### config.mk
export PLATFORM = sky130hd
export DESIGN_NAME = sleep_trigger_ctrl
export DESIGN_NICKNAME = d
export VERILOG_FILES = /design/src/rtl/sleep_trigger_pkg.sv /design/src/rtl/sleep_addr_decode.sv /design/src/rtl/sleep_req_arb.sv /design/src/rtl/sleep_state_fsm.sv /design/src/rtl/sleep_trigger_ctrl.sv
export SDC_FILE = /design/constraint.sdc
export NUM_CORES = 1
export LEC_CHECK = 0
export BUFFER_PORTS_ARGS = -buffer_cell sky130_fd_sc_hd__buf_2
export CAP_MARGIN = 0
export CORE_AREA = 2 2 46 48
export CTS_CLUSTER_SIZE = 40
export DETAILED_ROUTE_END_ITERATION = 6
export DIE_AREA = 0 0 48 50
export PLACE_DENSITY = 0.85
export SLEW_MARGIN = 20
export SYNTH_ARGS = -nofsm -noshare
export SYNTH_HDL_FRONTEND = slang
export SYNTH_HIERARCHICAL = 1
export SYNTH_SLANG_ARGS = --single-unit
export TNS_END_PERCENT = 20
### constraint.sdc
create_clock -name clk -period 3.23 [get_ports clk]
set_clock_uncertainty 0.1 [all_clocks]
set_input_delay 0.646 -clock clk [delete_from_list [all_inputs] [get_ports clk]]
set_output_delay 0.646 -clock clk [all_outputs]
set_load 0.01 [all_outputs]
### src/rtl/sleep_trigger_pkg.sv
package sleep_trigger_pkg;
  typedef enum logic [1:0] {
    IDLE_RUN = 2'b00,
    IDLE_L2  = 2'b01,
    IDLE_L3  = 2'b10,
    IDLE_L4  = 2'b11
  } idle_lvl_t;
endpackage

### src/rtl/sleep_addr_decode.sv
module sleep_addr_decode #(
  parameter int ADDR_W     = 16,
  parameter int DATA_W     = 32,
  parameter int ALIGN_BITS = 7,
  parameter int FIRST_OFS  = 'h14,
  parameter int NUM_LVL    = 3
) (
  input  logic                          rd,
  input  logic                          wr,
  input  logic [ADDR_W-1:$clog2(DATA_W/8)] addr,
  input  logic [ADDR_W-1:ALIGN_BITS]    base,
  input  logic [DATA_W/8-1:0]           be,
  output logic [NUM_LVL-1:0]            lvl_hit
);
  localparam int LANE_BITS = $clog2(DATA_W / 8);

  logic in_window;
  // a cycle carrying a write strobe is never a trigger read
  assign in_window = rd && !wr && (addr[ADDR_W-1:ALIGN_BITS] == base);

  for (genvar g = 0; g < NUM_LVL; g++) begin : g_lane
    localparam logic [ALIGN_BITS-1:0] OFS_V = ALIGN_BITS'(FIRST_OFS + g);
    assign lvl_hit[g] = in_window
                        && (addr[ALIGN_BITS-1:LANE_BITS] == OFS_V[ALIGN_BITS-1:LANE_BITS])
                        && be[OFS_V[LANE_BITS-1:0]];
  end
endmodule

### src/rtl/sleep_req_arb.sv
module sleep_req_arb
  import sleep_trigger_pkg::*;
#(
  parameter int NUM_LVL     = 3,
  parameter int PROMOTE_IDX = 1
) (
  input  logic [NUM_LVL-1:0] lvl_hit,
  input  logic               promote,
  output logic               req_vld,
  output idle_lvl_t          req_lvl
);
  always_comb begin
    req_vld = 1'b0;
    req_lvl = IDLE_RUN;
    // walk from the deepest level down so the shallowest hit is kept
    for (int i = NUM_LVL - 1; i >= 0; i--) begin
      if (lvl_hit[i]) begin
        req_vld = 1'b1;
        if (promote && (i == PROMOTE_IDX))
          req_lvl = idle_lvl_t'(2'(i + 2));
        else
          req_lvl = idle_lvl_t'(2'(i + 1));
      end
    end
  end
endmodule

### src/rtl/sleep_state_fsm.sv
module sleep_state_fsm
  import sleep_trigger_pkg::*;
(
  input  logic      clk,
  input  logic      rst,
  input  logic      req_vld,
  input  idle_lvl_t req_lvl,
  input  logic      brk,
  input  logic      thr_req,
  output idle_lvl_t state_o,
  output logic      stop_o,
  output logic      thr_o
);
  idle_lvl_t state_q, state_d;
  logic      stop_q, thr_q;

  always_comb begin
    state_d = state_q;
    if (brk)
      state_d = IDLE_RUN;
    else if ((state_q == IDLE_RUN) && req_vld)
      state_d = req_lvl;
  end

  always_ff @(posedge clk) begin
    if (rst) begin
      state_q <= IDLE_RUN;
      stop_q  <= 1'b0;
      thr_q   <= 1'b0;
    end else begin
      state_q <= state_d;
      stop_q  <= (state_d != IDLE_RUN);
      thr_q   <= thr_req && (state_d != IDLE_L2);
    end
  end

  assign state_o = state_q;
  assign stop_o  = stop_q;
  assign thr_o   = thr_q;

  // a held level only leaves on a break
  p_hold_level_r7: assert property (@(posedge clk) disable iff (rst)
    (state_q != IDLE_RUN && !brk) |=> $stable(state_q));

  // stop-clock stays asserted until a break
  p_stop_hold_r4: assert property (@(posedge clk) disable iff (rst)
    (stop_q && !brk) |=> stop_q);

  // a break always returns to running with the clock released
  p_break_run_r8: assert property (@(posedge clk) disable iff (rst)
    brk |=> (state_q == IDLE_RUN && !stop_q));

  // throttling masked while in level 2
  p_no_thr_l2_r9: assert property (@(posedge clk) disable iff (rst)
    (state_q == IDLE_L2) |-> !thr_q);
endmodule

### src/rtl/sleep_trigger_ctrl.sv
module sleep_trigger_ctrl
  import sleep_trigger_pkg::*;
#(
  parameter int ADDR_W     = 16,
  parameter int DATA_W     = 32,
  parameter int ALIGN_BITS = 7,
  parameter int FIRST_OFS  = 'h14,
  parameter int NUM_LVL    = 3
) (
  input  logic                         clk,
  input  logic                         rst,
  input  logic [ADDR_W-ALIGN_BITS-1:0] pm_base,
  input  logic [ADDR_W-$clog2(DATA_W/8)-1:0] bus_addr,
  input  logic [DATA_W/8-1:0]          bus_be,
  input  logic                         bus_rd,
  input  logic                         bus_wr,
  input  logic                         c3_to_c4,
  input  logic                         brk_evt,
  input  logic                         thr_en,
  input  logic                         thr_force,
  output logic [DATA_W-1:0]            rd_data,
  output logic                         rd_hit,
  output logic                         stop_clk,
  output logic [1:0]                   idle_state,
  output logic                         thr_active
);
  logic [NUM_LVL-1:0] lvl_hit;
  logic               req_vld;
  idle_lvl_t          req_lvl;
  idle_lvl_t          state;
  logic               hit_q;
  logic [DATA_W-1:0]  rdata_q;

  sleep_addr_decode #(
    .ADDR_W(ADDR_W), .DATA_W(DATA_W), .ALIGN_BITS(ALIGN_BITS),
    .FIRST_OFS(FIRST_OFS), .NUM_LVL(NUM_LVL)
  ) u_dec (
    .rd(bus_rd), .wr(bus_wr), .addr(bus_addr), .base(pm_base),
    .be(bus_be), .lvl_hit(lvl_hit)
  );

  sleep_req_arb #(.NUM_LVL(NUM_LVL), .PROMOTE_IDX(1)) u_arb (
    .lvl_hit(lvl_hit), .promote(c3_to_c4),
    .req_vld(req_vld), .req_lvl(req_lvl)
  );

  sleep_state_fsm u_fsm (
    .clk(clk), .rst(rst), .req_vld(req_vld), .req_lvl(req_lvl),
    .brk(brk_evt), .thr_req(thr_en | thr_force),
    .state_o(state), .stop_o(stop_clk), .thr_o(thr_active)
  );

  // trigger bytes hold nothing: reads return zero
  always_ff @(posedge clk) begin
    if (rst) begin
      hit_q   <= 1'b0;
      rdata_q <= '0;
    end else begin
      hit_q   <= |lvl_hit;
      rdata_q <= '0;
    end
  end

  assign rd_hit     = hit_q;
  assign rd_data    = rdata_q;
  assign idle_state = state;

  // level 2 lane wins any collision taken from running
  p_l2_wins_r6: assert property (@(posedge clk) disable iff (rst)
    (state == IDLE_RUN && !brk_evt && lvl_hit[0]) |=> (idle_state == 2'b01));

  // promoted level 3 request lands in level 4
  p_promote_r5: assert property (@(posedge clk) disable iff (rst)
    (state == IDLE_RUN && !brk_evt && lvl_hit[1] && !lvl_hit[0] && c3_to_c4)
    |=> (idle_state == 2'b11));
endmodule

* After elaboration in Yosys (flattened, before gate mapping) *
Index checks and enable logic that the tools add are counted.

storage, ports and cells
  output and inout port bits = 37
  logic and storage cells = 29
  input bits = 35
  register bits = 5

operators by class
  equal/unequal tests = 3
  multiplexer cells = 9
  reductions and logical operators = 12
  bitwise gates (word level) = 1

operators with widths
  operator            number
  $mux 2              5
  $eq 9x9->1          1
  $logic_and 1x1->1   8
  $eq 5x3->1 const B  1
  $mux 1              4
  $reduce_or 3->1     1
  $logic_not 2->1     1
  $ne 2x1->1 const B  1
  $reduce_bool 2->1   1
  $logic_not 1->1     1
  $or 1x1->1          1

* Depth between registers and ports, before layout *
Gate-level depths: netlist of the first run.

  depth in word-level cells = 13
  depth in mapped cells = 7
  mapped depth without buffers = 7

* Hierarchy *
Netlist of the first run, hierarchy kept.

by module, submodules not included
  module              sequential area each (um2)  times used  cells each  area each (um2)
  sleep_trigger_ctrl  20.0                        1           37          279.0
  sleep_state_fsm     80.1                        1           17          168.9
  sleep_addr_decode   0.0                         1           19          147.6
  sleep_req_arb       0.0                         1           5           27.5

* Least setup slack after synthesis of the first run *
Ideal clock, no wire load.

  path kind = input port to flip-flop
  start point = input bus_wr
  end point = register u_fsm.thr_q (netlist: u_fsm/thr_o)
  arrival time = 2.156 ns
  cell stages on the path = 7
  path slack = 0.861 ns
  setup time = 0.112 ns
  path through = nor4b_2 > nand4b_1 > nor4_1 > nor2b_1 > o21bai_1 > nor4bb_1 > a2111oi_1

between the ends
  elaborated cells on any way between the ends = 18
  classes of those cells = eq/ne (1); mux (8); reduce/logical (9)

RTL lines
  item                            RTL line                  source
  start, declared                 sleep_trigger_ctrl.sv:16  input logic bus_wr,
  $logic_not 1->1                 sleep_addr_decode.sv:19   assign in_window = rd && !wr && (addr[ADDR_W-1:ALIGN_BITS] == base);
  $logic_and 1x1->1 (2 in a row)  sleep_addr_decode.sv:19
  $logic_and 1x1->1               sleep_addr_decode.sv:24   && (addr[ALIGN_BITS-1:LANE_BITS] == OFS_V[ALIGN_BITS-1:LANE_BITS])
  $logic_and 1x1->1               sleep_addr_decode.sv:25   && be[OFS_V[LANE_BITS-1:0]];
  net lvl_hit[1]                  sleep_trigger_ctrl.sv:27  logic [NUM_LVL-1:0] lvl_hit;
  $mux 2 (2 in a row)             sleep_req_arb.sv:17       if (lvl_hit[i]) begin
  net req_lvl[0]                  sleep_trigger_ctrl.sv:29  idle_lvl_t req_lvl;
  $mux 2                          sleep_state_fsm.sv:21     else if ((state_q == IDLE_RUN) && req_vld)
  $mux 2                          sleep_state_fsm.sv:19     if (brk)
  $ne 2x1->1                      sleep_state_fsm.sv:33     thr_q <= thr_req && (state_d != IDLE_L2);
  $logic_and 1x1->1               sleep_state_fsm.sv:33
  end signal, assigned            sleep_state_fsm.sv:33
  end, declared                   sleep_state_fsm.sv:15     logic stop_q, thr_q;

The timed path passes the listed nets, and every way through them passes these cells.
A chain may end at the register's enable or synchronous reset.

* Final worst setup path of the first run *
Same ends and word-level chain as after synthesis.

==> results of run 1 <==
critical path, stage by stage:
cell       delay (ns)
buf_2            0.10
nor4b_2          0.26
nand4b_1         0.17
nor4_1           0.47
nor2b_1          0.20
o21bai_1         0.10
nor4bb_1         0.14
a2111oi_1        0.39
final timing paths:
check,endpoint,slack (ns)
worst max-delay path,u_fsm/thr_o,0.76
worst min register to register,u_fsm/state_o[0],0.44
worst max register to register,u_fsm/thr_o,2.13
worst min-delay path,u_fsm/state_o[0],0.44
per-stage QoR:
stage          power, mW  hold slack (ns)
2_1_floorplan      0.126            0.443
3_3_place_gp       0.120            0.428
3_5_place_dp       0.121            0.432
4_1_cts            0.194            0.440
5_1_grt            0.206            0.488
6_report           0.191            0.441
flip-flops by register name (all words and copies together), names as in the netlist:
register	flops
u_fsm/stop_o	1
u_fsm/state_o	2
rd_hit	1
u_fsm/thr_o	1
power breakdown:
part / internal, mW / leakage (nW) / total (mW) / switching, mW
combinational: 0.0250 / 0.340 / 0.0574 / 0.0324
sequential: 0.0628 / 0.0406 / 0.0629 / 0.000125
clock: 0.0466 / 0.0150 / 0.0708 / 0.0242
total: 0.134 / 0.396 / 0.191 / 0.0567
cells by family (layout without fill, tap and decap cells):
logic type,count (synthesis),count (layout),synth area share [%]
AND/OR/NAND/NOR,23,23,23.7
AO/OA/AOI/OAI,6,6,7.23
buffers and inverters,34,44,39.8
other,1,32,0.602
XOR/XNOR,9,9,12.7
flip-flops,5,5,16.1
layout make-up:
cell class / count / share of cell area [%]
Multi-Input combinational cell: 70 / 52.3
Timing Repair Buffer: 38 / 25.4
Sequential cell: 5 / 13.4
Tap cell: 27 / 4.51
Clock buffer: 4 / 3.51
Inverter: 2 / 1.00
synth_stat cells:
cell and instances:
nor4bb_1 1, nor2_1 5, or3_1 1, o21a_1 2
a21boi_0 1, o21bai_1 1, conb_1 1, inv_1 2
nor4_1 3, nand4b_1 1, nor3_1 1, nand4_1 1
buf_4 32, dfxtp_1 5, nor2b_1 1, or2_1 1
o21ai_0 1, and3b_2 1, nor4b_2 1, nor3b_1 1
and3b_1 1, xnor2_1 9, nand3_1 4, a2111oi_1 1
metal layers:
layer | vias to the layer above | routed length (um) | track usage [%]
li1 | 279 | - | -
met4 | 0 | 17 | 8.11
met2 | 47 | 521 | 14.7
met1 | 241 | 386 | 10.7
met3 | 2 | 140 | 0
met5 | - | 0 | 0
==> qor.txt, run 1 <==
Outcome -> finished clean
Die footprint -> 2400 um2
First-pass GRT wire length -> 1590 um
1st-iter DRT viols -> 6
Hold Path Stages -> 1
Unrepaired setup endpoints after global routing -> false
Clock tree buffer depth -> 2
PnR worst setup slack -> 0.759 ns
Syn Area/Cell -> 7.99 um2
I/O Buffers -> 38
Setup TNS -> 0 ns
Hold_buf cts -> 0
Post-CTS setup buffers -> 0
Vias in the first global route -> 460
Worst-Margin Slew -> 0.518 ns
Slew headroom -> 65.2%
Worst IR drop on VDD -> 0.0828 mV
Startpoint Class -> input port
Post-synth top area cell -> buf_4
Cells after DPL -> 142
MaxCap Viol Count -> 0
Post-DP HPWL -> 998 um
Root Driver -> clkbuf_4
P&R area growth vs syn -> 20.3%
Layout cell share with drive strength beyond 1 -> 36.1%
CTS tree -> yes
Final Instance Count excl. Fillers -> 146
Power per cell area -> 255 nW/um2
Min-delay src -> u_fsm/state_o[0]
Synth warn -> 6
Reg-to-reg startpoint -> u_fsm/state_o[1]
Fin util -> 39.4%
Gr usage total -> 9.24%
Clk_lat worst skew -> 0.24 ns
Row count -> 16
Pin count of the biggest net entering global routing -> 7
GR Overflow Total -> 0
Distinct cells, synth -> 24
Fin crit period -> 2.47 ns
Register area share after synthesis -> 16.1%
Die Wd -> 48 um
Worst EP required -> 3.25 ns
CTS HTree Levels -> 1
Most common cell after layout, fill and taps aside -> buf_2
Worst EP arrival -> 2.49 ns
Yosys top cell area share -> 38.6%
Origin of the worst setup path -> bus_wr
Fillers -> 202
DR WL/cell -> 7.29 um
#FFs+latches synth -> 5
Hold Fails Final Rpt -> 0
Routability cong. -> 0.709
Ant diodes -> 0
Synth area leaders -> buf_4 (39%), dfxtp_1 (16%), xnor2_1 (13%)
Final ANT Viol Nets -> 0
Peak Freq -> 405 MHz
Synth Instances -> 78
Chip height -> 50 um
CP endpoint kind -> flip-flop
Cts bufs inserted -> 3
Via density per instance -> 3.90
Cell Area, Placed -> 723 um2
Initial Util -> 32.8%
FF/Latch Area -> 100 um2
Cell Area, Synth -> 623 um2
Multi-input logic area -> 392 um2
Setup CP Type -> in -> reg
Drc violations -> 0
Dpl ws -> 0.513 ns
Final setup fails -> 0
Worst-path clk slew -> 0.04 ns
Routed wire length -> 1070 um
Final period utilization -> 76.5%
Nets -> 155
Num Clock Sinks -> 5
Antenna violations before repair -> 0
Vias -> 569
Slew Limit Fails -> 0
FF-to-FF path depth -> 2
Most frequent cells in the layout -> buf_2 (38), conb_1 (32), xnor2_1 (9)
Hold/Removal Path Class -> reg -> reg
Maximum fanout along the worst path -> 4
Cts repair resizes -> 0
Design Area, Final -> 749 um2
Lkg Pwr -> 0.396 nW
Drt pass-1 iters -> 4
Core Region -> 1900 um2
IO Count -> 72
Note: power is estimated with default switching activity, not from simulation.
==> inputs of run 2 (changes only) <==
--- a/config.mk
+++ b/config.mk
@@ -7,11 +7,11 @@
 export LEC_CHECK = 0
 export BUFFER_PORTS_ARGS = -buffer_cell sky130_fd_sc_hd__buf_2
 export CAP_MARGIN = 0
-export CORE_AREA = 2 2 46 48
+export CORE_AREA = 2 2 49 51
 export CTS_CLUSTER_SIZE = 40
 export DETAILED_ROUTE_END_ITERATION = 6
-export DIE_AREA = 0 0 48 50
-export PLACE_DENSITY = 0.85
+export DIE_AREA = 0 0 51 53
+export PLACE_DENSITY = 0.8
 export SLEW_MARGIN = 20
 export SYNTH_ARGS = -nofsm -noshare
 export SYNTH_HDL_FRONTEND = slang
==> constraint.sdc (replaced) <==
create_clock -name clk -period 2.2 [get_ports clk]
set_clock_uncertainty 0.1 [all_clocks]
set_input_delay 0.44 -clock clk [delete_from_list [all_inputs] [get_ports clk]]
set_output_delay 0.44 -clock clk [all_outputs]
set_load 0.01 [all_outputs]
==> run 2 against run 1 <==
Die area up 13%; largest power group unchanged; clock power rose by 48%; sequential share of layout area shrank 0.97 points; routed wire length up 5.3%; critical path type unchanged; worst setup slack got worse by 0.57 ns; cell area up 7.8%; sequential power up 47%; first-iteration DRC count decreased by 33%; worst hold slack worse by 0.14 ns.
==> qor.txt, run 2 (same netlist as run 1, synthesis figures left out) <==
Most frequent cells in the layout -> buf_2 (38), conb_1 (32), xnor2_1 (9)
Unrepaired setup endpoints after global routing -> false
Outcome -> finished clean
Die footprint -> 2700 um2 (+13%)
Routed wire length -> 1120 um (+5.3%)
Routability cong. -> 0.694 (-2.1%)
Cell Area, Placed -> 769 um2 (+6.4%)
Final setup fails -> 0 (unchanged)
Setup CP Type -> in -> reg
Num Clock Sinks -> 5 (unchanged)
P&R area growth vs syn -> 29.7%
Fillers -> 237 (+17%)
Worst EP arrival -> 2.02 ns (-0.47 ns)
Clk_lat worst skew -> 0.24 ns (about the same)
Antenna violations before repair -> 0 (unchanged)
MaxCap Viol Count -> 0 (unchanged)
Critical path endpoint -> u_fsm/thr_o
Fin crit period -> 2.02 ns
Lkg Pwr -> 0.429 nW (+8.3%)
I/O Buffers -> 38 (unchanged)
Worst EP required -> 2.21 ns (-1.04 ns)
CP endpoint kind -> flip-flop
Slew Limit Fails -> 0 (unchanged)
Peak Freq -> 496 MHz
Final period utilization -> 91.6%
Pin count of the biggest net entering global routing -> 7 (unchanged)
Initial Util -> 29.0% (-3.8 points)
Startpoint Class -> input port
First-pass GRT wire length -> 1700 um (+7.4%)
Worst-path clk slew -> 0.04 ns (about the same)
Clock tree buffer depth -> 2 (unchanged)
Drc violations -> 0 (unchanged)
Core Region -> 2150 um2 (+13%)
Via density per instance -> 3.79 (-2.7%)
Hold_buf cts -> 0 (unchanged)
Layout cell share with drive strength beyond 1 -> 40.8% (+4.7 points)
Pwr Total -> 283 uW (+48%)
Chip height -> 53 um (+6.0%)
Design Area, Final -> 808 um2 (+7.8%)
Cts bufs inserted -> 3 (unchanged)
Power per cell area -> 351 nW/um2 (+37%)
Row count -> 17 (+1)
R2R Setup Slk -> 1.10 ns (-1.03 ns)
1st-iter DRT viols -> 4 (-2)
Maximum fanout along the worst path -> 4 (unchanged)
Hold/Removal Path Class -> in -> reg
CTS tree -> yes
Nets -> 161 (+3.9%)
Gr usage total -> 8.26% (-0.98 points)
Die Wd -> 51 um (+6.3%)
Reg-to-reg startpoint -> u_fsm/state_o[1]
R2R Path End -> u_fsm/thr_o
Vias in the first global route -> 482 (+4.8%)
CTS HTree Levels -> 1 (unchanged)
Drt pass-1 iters -> 4 (unchanged)
Root Driver -> clkbuf_4
Post-DP HPWL -> 1050 um (+4.8%)
Final ANT Viol Nets -> 0 (unchanged)
Max reg flops -> 2 (unchanged)
Worst IR drop on VDD -> 0.186 mV (+130%)
Hold Fails Final Rpt -> 0 (unchanged)
Ant diodes -> 0 (unchanged)
Most common cell after layout, fill and taps aside -> buf_2
GR Overflow Total -> 0 (unchanged)
DR WL/cell -> 7.33 um (+0.44%)
IO Count -> 72 (unchanged)
FF-to-FF path depth -> 2 (unchanged)
Origin of the worst setup path -> bus_wr
Vias -> 580 (+1.9%)
[run 2: cell types whose count changed in the layout (fill, tap and decap cells not counted), sizes merged]
cell / delta
buf: +6
[run 2: metrics by stage]
| stage | utilization (%) | TNS, ns | cells | hold slack (ns) | worst slack [ns] |
|---|---|---|---|---|---|
| after floorplan | - | 0 | 109 | 0.412 | 0.0374 |
| after CTS | 37.0 | 0 | 153 | 0.292 | 0.0637 |
| after global placement | 35.8 | -0.220 | 149 | 0.430 | -0.134 |
| final | 37.6 | 0 | 153 | 0.300 | 0.184 |
| after global routing | 37.6 | 0 | 153 | 0.303 | 0.00310 |
| after detailed placement | 35.8 | -0.461 | 149 | 0.432 | -0.175 |
[run 2: cell type report]
| type | count | area (um2) | area share, % |
|---|---|---|---|
| sequential | 5 | 100 | 12.4 |
| tap | 28 | 35.0 | 4.33 |
| multi-input combinational | 70 | 404 | 50.0 |
| inverter | 2 | 7.51 | 0.929 |
| clock buffer | 4 | 26.3 | 3.25 |
| timing repair buffer | 44 | 235 | 29.1 |
[run 2: how the worst min path moves through the flow]
| stage | slack (ns) | cells after the start | to | start |
|---|---|---|---|---|
| 6_report | 0.30 | 2 | rd_hit | rst |
| 5_1_grt | 0.30 | 2 | rd_hit | rst |
| 4_1_cts | 0.29 | 2 | rd_hit | rst |
| 3_5_place_dp | 0.43 | 1 | u_fsm/state_o[0] | u_fsm/state_o[0] |
| 3_3_place_gp | 0.43 | 2 | u_fsm/stop_o | u_fsm/state_o[0] |
| 2_1_floorplan | 0.41 | 1 | rd_hit | rst |
[run 2: metal layers]
| metal | vias up | GRT usage [%] | routed length (um) |
|---|---|---|---|
| met1 | 237 | 7.63 | 375 |
| met3 | 0 | 1.69 | 175 |
| met2 | 50 | 16.9 | 571 |
| met4 | 0 | 4.05 | 0 |
| met5 | - | 0 | 0 |
| li1 | 293 | - | - |
[run 2: what timing repair did]
| action | 4_1_cts | 5_1_grt |
|---|---|---|
| endpoints found under the setup margin | 0 | 3 |
| gates resized for setup | 0 | 2 |
| buffers inserted | 0 | 0 |
[run 2: worst max-delay path, stage by stage]
cell       delay [ns]
buf_2            0.10
nor4b_2          0.26
nand4b_1         0.21
nor4_1           0.29
buf_4            0.17
or3_1            0.11
nor4bb_1         0.30
a2111oi_1        0.13
[run 2: report_power, final]
part	switching, mW	internal [mW]
clock network	0.0368	0.0685
registers	0.000184	0.0922
logic	0.0489	0.0368
==> inputs of run 3 (changes only) <==
--- a/config.mk
+++ b/config.mk
@@ -7,11 +7,13 @@
 export LEC_CHECK = 0
 export BUFFER_PORTS_ARGS = -buffer_cell sky130_fd_sc_hd__buf_2
 export CAP_MARGIN = 0
-export CORE_AREA = 2 2 49 51
+export CELL_PAD_IN_SITES_DETAIL_PLACEMENT = 1
+export CELL_PAD_IN_SITES_GLOBAL_PLACEMENT = 1
+export CORE_AREA = 2 2 62 64
 export CTS_CLUSTER_SIZE = 40
 export DETAILED_ROUTE_END_ITERATION = 6
-export DIE_AREA = 0 0 51 53
-export PLACE_DENSITY = 0.8
+export DIE_AREA = 0 0 64 66
+export PLACE_DENSITY_LB_ADDON = 0.1
 export SLEW_MARGIN = 20
 export SYNTH_ARGS = -nofsm -noshare
 export SYNTH_HDL_FRONTEND = slang
==> run 3 against run 2 <==
Count of clock-buffer cells in the layout did not move; cell count increased by 14%; cell area up 6.2%; first-iteration DRC count grew 50%; critical endpoint unchanged.
==> qor.txt, run 3 (same netlist as run 1, synthesis figures left out) <==
Outcome -> finished clean
Initial Util -> 17.5% (-11 points)
Nets -> 162 (+0.62%)
Routability cong. -> 0.661 (-4.8%)
IO Count -> 72 (unchanged)
Worst-path clk slew -> 0.04 ns (about the same)
P&R area growth vs syn -> 37.8%
Clk_lat worst skew -> 0.24 ns (about the same)
Via density per instance -> 3.43 (-9.5%)
Worst EP arrival -> 2.10 ns (+0.08 ns)
Vias -> 597 (+2.9%)
Peak Freq -> 479 MHz (-3.5%)
Final Instance Count excl. Fillers -> 174 (+14%)
Sequential power share -> 32.2% (-0.4 points)
Slew Limit Fails -> 0 (unchanged)
Final period utilization -> 94.9% (+3.3 points)
CP endpoint kind -> flip-flop
FF/Latch Area -> 100 um2 (unchanged)
Hold Fails Final Rpt -> 0 (unchanged)
Root Driver -> clkbuf_4
1st-iter DRT viols -> 6 (+2)
Row count -> 22 (+5)
MaxCap Viol Count -> 0 (unchanged)
Hold/Removal Path Class -> in -> reg
Ant diodes -> 0 (unchanged)
Worst IR drop on VDD -> 0.0647 mV (-65%)
Fillers -> 455 (+92%)
Worst EP required -> 2.21 ns (about the same)
CTS HTree Levels -> 1 (unchanged)
Post-CTS setup buffers -> 0 (unchanged)
Int Pwr -> 198 uW (+0.33%)
Die footprint -> 4220 um2 (+56%)
Design Area, Final -> 858 um2 (+6.2%)
Switch Pwr -> 89.0 uW (+3.6%)
Startpoint Class -> input port
Clock network fraction of design power -> 36.8% (-0.4 points)
Final setup fails -> 0 (unchanged)
Drt pass-1 iters -> 2 (-2)
Switching part of the total -> 31.0% (+0.68 points)
Max reg flops -> 2 (unchanged)
Gr usage total -> 6.24% (-2.0 points)
Drc violations -> 0 (unchanged)
Most frequent cells in the layout -> buf_2 (38), conb_1 (32), xnor2_1 (9)
Die Wd -> 64 um (+25%)
First-pass GRT wire length -> 2110 um (+24%)
DR WL/cell -> 8.21 um (+12%)
Core Region -> 3550 um2 (+65%)
Fin util -> 24.2% (-13 points)
Dpl ws -> -0.144 ns (+0.0312 ns)
Cells after DPL -> 170 (+14%)
Final Hold Slack -> 0.308 ns (+0.00787 ns)
Layout cell share with drive strength beyond 1 -> 43.7% (+2.9 points)
Vias in the first global route -> 505 (+4.8%)
Multi-input logic area -> 422 um2 (+4.3%)
GR Overflow Total -> 0 (unchanged)
Pin count of the biggest net entering global routing -> 7 (unchanged)
Maximum fanout along the worst path -> 3 (-1)
CTS tree -> yes
Final ANT Viol Nets -> 0 (unchanged)
Post-DP HPWL -> 1360 um (+30%)
Cell Area, Placed -> 802 um2 (+4.2%)
Power per cell area -> 335 nW/um2 (-4.6%)
Lkg Pwr -> 0.435 nW (+1.4%)
Routed wire length -> 1430 um (+27%)
Most common cell after layout, fill and taps aside -> buf_2
Unrepaired setup endpoints after global routing -> true
Setup CP Type -> in -> reg
Combinational group share of total power -> 31.0% (+0.7 points)
Antenna violations before repair -> 0 (unchanged)
Cts bufs inserted -> 3 (unchanged)
Chip height -> 66 um (+25%)
Clock tree buffer depth -> 2 (unchanged)
PnR worst setup slack -> 0.112 ns (-0.0722 ns)
I/O Buffers -> 38 (unchanged)
Fin crit period -> 2.09 ns (+0.0722 ns)
Num Clock Sinks -> 5 (unchanged)
run 3: changes by cell type in the layout (fill, tap and decap cells not counted), sizes merged:
cell	delta
buf	+1
run 3: timing repair:
action / CTS / global route
hold buffers: 0 / 0
setup endpoints to repair: 0 / 2
gates resized for setup: 0 / 5
run 3: power by group through the flow:
stage	Clock [mW]	Combinational, mW	Sequential [mW]
3_3_place_gp	0	0.0844	0.0939
4_1_cts	0.110	0.0861	0.0923
3_5_place_dp	0	0.0859	0.0940
2_1_floorplan	0	0.0899	0.0947
6_report	0.106	0.0891	0.0923
5_1_grt	0.115	0.0995	0.0923
run 3: final cells by class:
cell class	count	area share (%)
Clock buffer	4	3.06
Tap cell	48	7.00
Sequential cell	5	11.7
Multi-Input combinational cell	70	49.1
Inverter	2	0.875
Timing Repair Buffer	45	28.3
run 3: per-stage QoR:
step | setup TNS [ns] | power (mW)
2_1_floorplan | 0 | 0.185
3_3_place_gp | -0.377 | 0.178
3_5_place_dp | -0.438 | 0.180
4_1_cts | 0 | 0.288
5_1_grt | -0.0409 | 0.307
6_report | 0 | 0.287
run 3: critical path: stages:
cell,delay [ns]
buf_2,0.10
nor4b_2,0.25
nand4b_1,0.17
buf_4,0.18
nor4_2,0.20
buf_4,0.16
nor2_1,0.05
o21bai_1,0.18
nor4bb_2,0.27
a2111oi_2,0.10
run 3: path summary, 6_finish.rpt:
check	slack, ns	endpoint	cells after the start	startpoint
max	0.11	u_fsm/thr_o	10	bus_wr
min	0.31	rd_hit	2	rst
max reg2reg	1.15	u_fsm/thr_o	2	u_fsm/state_o[1]
min reg2reg	0.45	u_fsm/stop_o	2	u_fsm/state_o[0]
run 3: routing by layer:
layer	wire (um)	vias to the layer above	global-route usage (%)
met5	0	-	0
met4	8	0	1.63
met3	175	2	2.39
met2	700	40	11.3
met1	544	262	6.74
li1	-	293	-
